## src/rtl/rsa_fe_pkg.sv

```systemverilog
package rsa_fe_pkg;
  // Register offsets (decoded by software, kept fixed)
  localparam logic [11:0] OFF_CTRL1 = 12'h000;
  localparam logic [11:0] OFF_CTRL3 = 12'h048;
  localparam logic [11:0] OFF_SADDR = 12'h04C;
  localparam logic [11:0] OFF_LEN   = 12'h050;
  localparam logic [11:0] OFF_PARAM = 12'h058;
  localparam logic [11:0] OFF_IEN   = 12'h3F8;
  localparam logic [11:0] OFF_STS   = 12'h3FC;

  // Field positions
  localparam int unsigned C1_START_BIT = 0;
  localparam int unsigned C1_DMA_BIT   = 1;
  localparam int unsigned C3_MODE_LSB  = 4;
  localparam int unsigned C3_SRAM_BIT  = 8;
  localparam int unsigned FLAG_LSB     = 1;   // flags occupy bits 2:1
  localparam int unsigned NFLAGS       = 2;   // [0]=complete, [1]=ready

  typedef enum logic [1:0] {
    MODE_NONE = 2'd0,
    MODE_RSV  = 2'd1,
    MODE_ECC  = 2'd2,
    MODE_RSA  = 2'd3
  } op_mode_e;
endpackage

```

## src/rtl/rsa_fe_cfg_regs.sv

```systemverilog
module rsa_fe_cfg_regs
  import rsa_fe_pkg::*;
#(
  parameter int unsigned LEN_W = 16
) (
  input  logic              clk,
  input  logic              rst,
  input  logic [31:0]       wdata,
  input  logic              we_ctrl3,
  input  logic              we_saddr,
  input  logic              we_len,
  input  logic              we_param,
  input  logic              we_ien,
  output op_mode_e          mode_q,
  output logic              sram_req_q,
  output logic [31:0]       saddr_q,
  output logic [LEN_W-1:0]  len_q,
  output logic [31:0]       param_q,
  output logic [NFLAGS-1:0] ien_q
);
  always_ff @(posedge clk) begin
    if (rst) begin
      mode_q     <= MODE_NONE;
      sram_req_q <= 1'b0;
      saddr_q    <= '0;
      len_q      <= '0;
      param_q    <= '0;
      ien_q      <= '0;
    end else begin
      if (we_ctrl3) begin
        mode_q     <= op_mode_e'(wdata[C3_MODE_LSB +: 2]);
        sram_req_q <= wdata[C3_SRAM_BIT];
      end
      if (we_saddr) saddr_q <= wdata;
      if (we_len)   len_q   <= wdata[LEN_W-1:0];
      if (we_param) param_q <= wdata;
      if (we_ien)   ien_q   <= wdata[FLAG_LSB +: NFLAGS];
    end
  end
endmodule

```

## src/rtl/rsa_fe_job.sv

```systemverilog
module rsa_fe_job (
  input  logic clk,
  input  logic rst,
  input  logic ctrl1_we,
  input  logic start_bit,
  input  logic dma_bit,
  input  logic done,
  input  logic sram_req,
  output logic start_pulse,
  output logic dma_q,
  output logic busy_q,
  output logic sram_sel_q
);
  logic accept;
  assign accept = ctrl1_we && start_bit && !busy_q;

  always_ff @(posedge clk) begin
    if (rst) begin
      start_pulse <= 1'b0;
      dma_q       <= 1'b0;
      busy_q      <= 1'b0;
      sram_sel_q  <= 1'b0;
    end else begin
      start_pulse <= accept;
      if (ctrl1_we) dma_q <= dma_bit;
      if (accept)    busy_q <= 1'b1;
      else if (done) busy_q <= 1'b0;
      sram_sel_q <= sram_req && !busy_q && !accept;
    end
  end
endmodule

```

## src/rtl/rsa_fe_status.sv

```systemverilog
module rsa_fe_status #(
  parameter int unsigned NF = 2
) (
  input  logic          clk,
  input  logic          rst,
  input  logic [NF-1:0] set_v,
  input  logic [NF-1:0] clr_v,
  input  logic [NF-1:0] en_v,
  output logic [NF-1:0] flags_q,
  output logic          irq_q
);
  for (genvar i = 0; i < NF; i++) begin : g_flag
    always_ff @(posedge clk) begin
      if (rst)           flags_q[i] <= 1'b0;
      else if (set_v[i]) flags_q[i] <= 1'b1;
      else if (clr_v[i]) flags_q[i] <= 1'b0;
    end
  end

  always_ff @(posedge clk) begin
    if (rst) irq_q <= 1'b0;
    else     irq_q <= |(flags_q & en_v);
  end
endmodule

```

## src/rtl/rsa_fe_top.sv

```systemverilog
module rsa_fe_top
  import rsa_fe_pkg::*;
#(
  parameter int unsigned ADDR_W = 12,
  parameter int unsigned LEN_W  = 16
) (
  input  logic              clk,
  input  logic              rst,
  input  logic              reg_wr,
  input  logic              reg_rd,
  input  logic [ADDR_W-1:0] reg_addr,
  input  logic [31:0]       reg_wdata,
  output logic [31:0]       reg_rdata,
  output logic              eng_start,
  output logic              eng_dma,
  output logic [1:0]        eng_mode,
  output logic [LEN_W-1:0]  eng_exp_bits,
  output logic [LEN_W-1:0]  eng_mod_bits,
  output logic [31:0]       eng_src_addr,
  output logic [LEN_W-1:0]  eng_xfer_len,
  input  logic              eng_ready,
  input  logic              eng_done,
  output logic              sram_cpu_sel,
  output logic              irq
);
  localparam logic [ADDR_W-1:0] A_CTRL1 = ADDR_W'(OFF_CTRL1);
  localparam logic [ADDR_W-1:0] A_CTRL3 = ADDR_W'(OFF_CTRL3);
  localparam logic [ADDR_W-1:0] A_SADDR = ADDR_W'(OFF_SADDR);
  localparam logic [ADDR_W-1:0] A_LEN   = ADDR_W'(OFF_LEN);
  localparam logic [ADDR_W-1:0] A_PARAM = ADDR_W'(OFF_PARAM);
  localparam logic [ADDR_W-1:0] A_IEN   = ADDR_W'(OFF_IEN);
  localparam logic [ADDR_W-1:0] A_STS   = ADDR_W'(OFF_STS);

  logic              we_ctrl1, we_ctrl3, we_saddr, we_len, we_param, we_ien, we_sts;
  op_mode_e          mode_q;
  logic              sram_req_q;
  logic [31:0]       saddr_q, param_q;
  logic [LEN_W-1:0]  len_q;
  logic [NFLAGS-1:0] ien_q, sts_q, sts_clr;
  logic              job_busy;

  assign we_ctrl1 = reg_wr && (reg_addr == A_CTRL1);
  assign we_ctrl3 = reg_wr && (reg_addr == A_CTRL3);
  assign we_saddr = reg_wr && (reg_addr == A_SADDR);
  assign we_len   = reg_wr && (reg_addr == A_LEN);
  assign we_param = reg_wr && (reg_addr == A_PARAM);
  assign we_ien   = reg_wr && (reg_addr == A_IEN);
  assign we_sts   = reg_wr && (reg_addr == A_STS);
  assign sts_clr  = we_sts ? reg_wdata[FLAG_LSB +: NFLAGS] : '0;

  rsa_fe_cfg_regs #(.LEN_W(LEN_W)) u_cfg (
    .clk(clk), .rst(rst), .wdata(reg_wdata),
    .we_ctrl3(we_ctrl3), .we_saddr(we_saddr), .we_len(we_len),
    .we_param(we_param), .we_ien(we_ien),
    .mode_q(mode_q), .sram_req_q(sram_req_q), .saddr_q(saddr_q),
    .len_q(len_q), .param_q(param_q), .ien_q(ien_q)
  );

  rsa_fe_job u_job (
    .clk(clk), .rst(rst), .ctrl1_we(we_ctrl1),
    .start_bit(reg_wdata[C1_START_BIT]), .dma_bit(reg_wdata[C1_DMA_BIT]),
    .done(eng_done), .sram_req(sram_req_q),
    .start_pulse(eng_start), .dma_q(eng_dma), .busy_q(job_busy),
    .sram_sel_q(sram_cpu_sel)
  );

  rsa_fe_status #(.NF(NFLAGS)) u_sts (
    .clk(clk), .rst(rst), .set_v({eng_ready, eng_done}), .clr_v(sts_clr),
    .en_v(ien_q), .flags_q(sts_q), .irq_q(irq)
  );

  assign eng_mode     = mode_q;
  assign eng_exp_bits = param_q[31:16];
  assign eng_mod_bits = param_q[15:0];
  assign eng_src_addr = saddr_q;
  assign eng_xfer_len = len_q;

  logic [31:0] rd_mux;
  always_comb begin
    rd_mux = '0;
    case (reg_addr)
      A_CTRL1: begin
        rd_mux[C1_START_BIT] = job_busy;
        rd_mux[C1_DMA_BIT]   = eng_dma;
      end
      A_CTRL3: begin
        rd_mux[C3_MODE_LSB +: 2] = mode_q;
        rd_mux[C3_SRAM_BIT]      = sram_req_q;
      end
      A_SADDR: rd_mux = saddr_q;
      A_LEN:   rd_mux[LEN_W-1:0] = len_q;
      A_PARAM: rd_mux = param_q;
      A_IEN:   rd_mux[FLAG_LSB +: NFLAGS] = ien_q;
      A_STS:   rd_mux[FLAG_LSB +: NFLAGS] = sts_q;
      default: rd_mux = '0;
    endcase
  end

  always_ff @(posedge clk) begin
    if (rst)         reg_rdata <= '0;
    else if (reg_rd) reg_rdata <= rd_mux;
  end
endmodule

```

## config.mk

```make
export PLATFORM = sky130hd
export DESIGN_NAME = rsa_fe_top
export DESIGN_NICKNAME = d
export VERILOG_FILES = /design/src/rtl/rsa_fe_pkg.sv /design/src/rtl/rsa_fe_cfg_regs.sv /design/src/rtl/rsa_fe_job.sv /design/src/rtl/rsa_fe_status.sv /design/src/rtl/rsa_fe_top.sv
export SDC_FILE = /design/constraint.sdc
export NUM_CORES = 1
export LEC_CHECK = 0
export BUFFER_PORTS_ARGS = -buffer_cell sky130_fd_sc_hd__buf_2
export CAP_MARGIN = 20
export CORE_ASPECT_RATIO = 2
export CORE_UTILIZATION = 55
export DETAILED_ROUTE_END_ITERATION = 7
export HOLD_SLACK_MARGIN = 0.06
export PLACE_DENSITY_LB_ADDON = 0.1
export SETUP_SLACK_MARGIN = 0.1
export SLEW_MARGIN = 15
export SYNTH_ARGS = -nofsm -noshare
export SYNTH_HDL_FRONTEND = slang
export SYNTH_HIERARCHICAL = 1
export SYNTH_SLANG_ARGS = --single-unit
```

## constraint.sdc

```tcl
create_clock -name clk -period 7.3 [get_ports clk]
set_input_delay 1.46 -clock clk [delete_from_list [all_inputs] [get_ports clk]]
set_output_delay 1.46 -clock clk [all_outputs]
set_load 0.02 [all_outputs]
```

### Yosys cells after proc, flatten, opt, wreduce, memory -nomap -nowiden

Index checks and enable logic that the tools add are counted.

* $add $sub $neg: 0
* multiply operators: 0
* div/mod/pow operators: 0
* magnitude comparators: 0
* equal/unequal tests: 6
* shifts and indexed selects: 0
* mux-type cells: 16
* bitwise operators: 1
* reductions and logical operators: 18

Operators by type and width (count)
* $eq 12x7->1 const B: 4
* $pmux 16 s2: 1
* $eq 12x10->1 const B: 2
* $pmux 7 s3: 1
* $logic_not 12->1: 1
* $logic_and 1x1->1: 11
* $pmux 1 s4: 2
* $pmux 2 s4: 1
* $mux 1: 6
* $pmux 1 s6: 1
* $pmux 2 s3: 1
* $reduce_bool 2->1: 3
* $pmux 1 s5: 1
* $pmux 1 s3: 1
* $and 2x2->2: 1
* $logic_not 1->1: 2
* $mux 2: 1
* $reduce_or 2->1: 1

* flip-flop bits (word level): 124
* bits in latches: 0
* bits in writable memories: 0
* bits in read-only memories: 0
* input port bits: 50
* output and inout port bits: 118
* word-level logic and storage cells: 55
* memories: 0

### Logic depth before layout (Yosys ltp)

* depth in word-level cells: 6
* gate-level depth with buffers: 9
* mapped depth without buffers: 6

### Cells and area by module

The synthesis kept the hierarchy.

By module, submodules not included
* rsa_fe_cfg_regs: times used 1, cells each 274, area each 3105.5 µm², sequential area each 1701.6 µm²
* rsa_fe_top: times used 1, cells each 228, area each 1959.4 µm², sequential area each 640.6 µm²
* rsa_fe_job: times used 1, cells each 12, area each 128.9 µm², sequential area each 80.1 µm²
* rsa_fe_status: times used 1, cells each 11, area each 101.3 µm², sequential area each 60.1 µm²

### Worst setup path after synthesis

OpenSTA, ideal clock, no wires.

* path type: input -> register
* start: in reg_addr[9]
* end: reg u_cfg.len_q[5]
* library setup time: 0.115 ns
* data arrival time: 3.306 ns
* path slack: 3.879 ns
* stages on the path: 8
* buffers on the path: 3
* cells stage by stage: or4_1 -> buf_2 -> or3_1 -> nor3b_1 -> buf_6 -> buf_12 -> mux2i_1 -> nor2_2

* longest elaborated chain between the ends: 2

RTL lines
* from (decl): RTL line rsa_fe_top.sv:11 `input logic [ADDR_W-1:0] reg_addr,`
* $eq 12x7->1: RTL line rsa_fe_top.sv:45 `assign we_len = reg_wr && (reg_addr == A_LEN);`
* $logic_and 1x1->1: RTL line rsa_fe_top.sv:45
* net we_len: RTL line rsa_fe_top.sv:34 `logic we_ctrl1, we_ctrl3, we_saddr, we_len, we_param, we_ien, we_sts;`
* to (signal assigned): RTL line rsa_fe_cfg_regs.sv:35 `if (we_len) len_q <= wdata[LEN_W-1:0];`
* to (decl): RTL line rsa_fe_cfg_regs.sv:17 `output logic [LEN_W-1:0] len_q,`

The timed path passes the listed nets, and every way through them passes these cells.
A chain may end at the register's enable or synchronous reset.

### Worst setup path after layout

* start: in reg_addr[9]
* end: reg reg_rdata[11]

* longest elaborated chain between the ends: 2
* elaborated cells between the ends (all ways): 4
* those cells by class: eq/ne: 3; mux: 1

RTL lines
* $eq 12x7->1: RTL line rsa_fe_top.sv:81 `case (reg_addr)`
* $pmux 7 s3 (*): RTL line rsa_fe_top.sv:81
* to (signal assigned): RTL line rsa_fe_top.sv:101 `else if (reg_rd) reg_rdata <= rd_mux;`
* to (decl): RTL line rsa_fe_top.sv:13 `output logic [31:0] reg_rdata,`

Mark *: on every way between the ends. The rest lies on a longest branch, timed or not.

==> impl_metrics.csv <==
group,metric,value,unit
sta,whs,0.4615,ns
clocking,insertion_delay,0.41,ns
floorplanning,io_pins,168,
sta,tightest_slew,1.192,ns
clocking,hold_buffers,0,
sta,rsz0062_at_grt,"no",
cells_and_area,final_common_cell,"buf_2",
power_and_ir_drop,comb_power_share,4.3,%
floorplanning,dieArea,10050,um^2
synth,yosysSeqAreaShare,46.88,%
clocking,clockBufferDepth,2,
clocking,cts_buffers,17,
sta,max_freq,240.9,MHz
sta,setup_violations,0,
global_route,grt_pass1_vias,4694,
synth,mappedNetlistNets,575,
clocking,cts_sinks,124,
cells_and_area,num_antenna_cells,0,
power_and_ir_drop,p_sw_share,20.76,%
clocking,ctsRootBufferMaster,"clkbuf_16",
synth,synth_seq_cells,124,
critical_path,path_class,"input pin to flop",
synth,yosys_most_used_dff,"dfxtp_1",
critical_path,arrival,4.50,ns
hold_path,hold_class,"flop to flop",
global_route,grt_pass1_wl,22.84,mm
clocking,cts.clk_slew.worst_paths,0.06,ns
drt,vias_per_cell,5.764,
critical_path,worst-r2r-cell-count,4,
placement,hpwlAfterDp,9.813,mm
floorplanning,rows,50,
critical_path,crit_slowest_cell,"nor4_1",
floorplanning,core,9384,um^2
critical_path,end_kind,"flop",
drt,drt_first_pass_iters,7,
floorplanning,die_h,140.8,um
synth,syn_inst,525,
sta,max_slew_margin,20.54,%
global_route,gr-total-overflow,0,
synth,synth_edf_count,0,
drt,drt_wl_total,14.60,mm
job,max_cap_violations,0,
placement,io_buffers,167,
hold_path,holdPathStages,1,
clocking,cts_resized,0,
global_route,antenna_found_initial,0,
synth,synth_cell_types,47,
sta,hold_violations,0,
synth,synth-async-reset-ratio,0,%
clocking,htree_levels,4,
drt,drc,11,
status,outcome,"complete, but fails checks",
synth,ys_warn_count,6,
placement,place_congestion,0.8263,
power_and_ir_drop,p_switching,0.3650,mW
global_route,grt_max_degree,61,
status,violations,"design-rule violations",
cells_and_area,mostFrequentLayoutCells,"buf_2, dfxtp_1, nor2_1",
cells_and_area,nets,729,
sta,setup_tns,0,ns
critical_path,critical_path.max_fanout,13,
drt,wl_per_cell,18.35,um
sta,report.final.slew_viol_count,0,
drt,num_vias,4588,
sta,final.setup_skew,0.007535,ns
cells_and_area,drive_above_1_share,32.80,%
critical_path,cp-start-kind,"input pin",
drt,antenna_left,0,
drt,drt-initial-drc-count,220,
floorplanning,start_util,56.43,%
clocking,post_cts_buffers,0,
critical_path,worst_ep_required_time,7.65,ns
power_and_ir_drop,pwr-share-clk,56.7,%
power_and_ir_drop,intPower,1.394,mW
sta,min_period_over_period,56.87,%
cells_and_area,syn_to_final_growth,26.58,%
critical_path,max_stage_delay,0.92,ns
synth,netlist_area,5295,um^2
power_and_ir_drop,pwr-share-seq,39.0,%
critical_path,path_cells,"buf_2, nor4_1, nand4_1, nor3b_2, a211o_1",
power_and_ir_drop,leakagePower,2.880,nW
floorplanning,die_w,71.38,um
sta,period_needed,4.152,ns
power_and_ir_drop,power.density,262.4,nW/um^2
global_route,grt_usage,29.67,%
synth,postSynthAreaPerCell,10.09,um^2
power_and_ir_drop,peakVddDrop,0.0002231,V
clocking,cts_tree,"done",
[state kept, by name, summed over array words and instances, names as in the netlist, 2 cells and up]
signal         count
u_cfg/len_q       16
u_cfg/ien_q        2
u_cfg/param_q     32
u_cfg/mode_q       2
u_cfg/saddr_q     32
reg_rdata         32
u_sts/flags_q      2
[layer usage]
| metal | routed length [um] | global-route usage, % | up-vias |
|---|---|---|---|
| met5 | 0 | 0 | - |
| met3 | 755 | 7.362 | 58 |
| met4 | 743 | 19.58 | 0 |
| met2 | 7647 | 54.09 | 188 |
| li1 | - | - | 2152 |
| met1 | 5458 | 28.62 | 2190 |
[worst max-delay path: cells and delay by family]
family | cells | cell delay [ns]
AOI/OAI and AO/OA | 1 | 0.24
buffers and inverters | 1 | 0.11
and+or+nand+nor | 3 | 2.69
[power by group through the flow]
stage	combinational (mW)	sequential [mW]	clock (mW)
after floorplan	0.0353	0.707	0
after global placement	0.0729	0.700	0
after detailed placement	0.0746	0.700	0
after CTS	0.0750	0.686	1.01
after global routing	0.0808	0.686	1.04
final	0.0750	0.686	0.998
[stage by stage]
stage | worst slack (ns) | total power [mW] | std cells | area, um^2 | util, %
floorplan | 3.879 | 0.7420 | 525 | 5295 | -
global placement | 2.898 | 0.7732 | 764 | 5997 | 63.91
detailed placement | 2.833 | 0.7750 | 764 | 5997 | 63.91
CTS | 3.171 | 1.768 | 796 | 6703 | 71.43
global route | 2.994 | 1.806 | 796 | 6703 | 71.43
finish | 3.148 | 1.759 | 796 | 6703 | 71.43
[synthesized netlist by cell type, types with 2 or more instances]
library cell | n | share of area, %
buf_4 | 3 | 0.43
o31ai_1 | 2 | 0.28
a22o_1 | 2 | 0.33
nor4_1 | 4 | 0.47
nor3_1 | 14 | 1.3
a311oi_2 | 11 | 3.1
and4_1 | 2 | 0.33
a311oi_1 | 7 | 1.2
and3_1 | 3 | 0.35
nand4_1 | 4 | 0.47
nor2b_1 | 2 | 0.24
nor2_2 | 5 | 0.59
a211o_1 | 9 | 1.5
dfxtp_1 | 124 | 47
or3_1 | 2 | 0.24
o2bb2ai_1 | 3 | 0.50
nor2_1 | 108 | 7.7
nand2_1 | 41 | 2.9
clkbuf_1 | 11 | 0.78
buf_12 | 7 | 2.6
a22oi_1 | 3 | 0.43
mux2_2 | 2 | 0.43
a21oi_1 | 3 | 0.28
inv_1 | 4 | 0.28
or4_1 | 3 | 0.43
and2_1 | 8 | 0.95
nand2b_1 | 2 | 0.24
mux2i_1 | 104 | 20
buf_2 | 8 | 0.76
buf_6 | 6 | 1.3
o31a_1 | 2 | 0.33
[kinds of logic (layout without fill, tap and decap cells)]
family	Yosys count	count (layout)	share of synthesized area (%)
AOI/OAI and AO/OA	48	48	8.838
buffers and inverters	40	207	6.238
and+or+nand+nor	207	207	17.96
muxes	106	106	20.09
DFF	124	124	46.88
[cell type report]
class,count,area (um^2)
fill,728,2681
multi-input combinational,361,2501
sequential,124,2482
timing repair buffer,171,868.3
clock buffer,18,439.2
clock inverter,14,266.5
tap,104,130.1
inverter,4,15.01
[final timing paths]
check	startpoint	slack (ns)	to
max	reg_addr[9]	3.15	reg_rdata[11]
min	reg_rdata[10]	0.46	reg_rdata[10]
max reg2reg	u_cfg/param_q[4]	6.09	reg_rdata[4]
min reg2reg	reg_rdata[10]	0.46	reg_rdata[10]
Power figures use the tool's default switching activity.
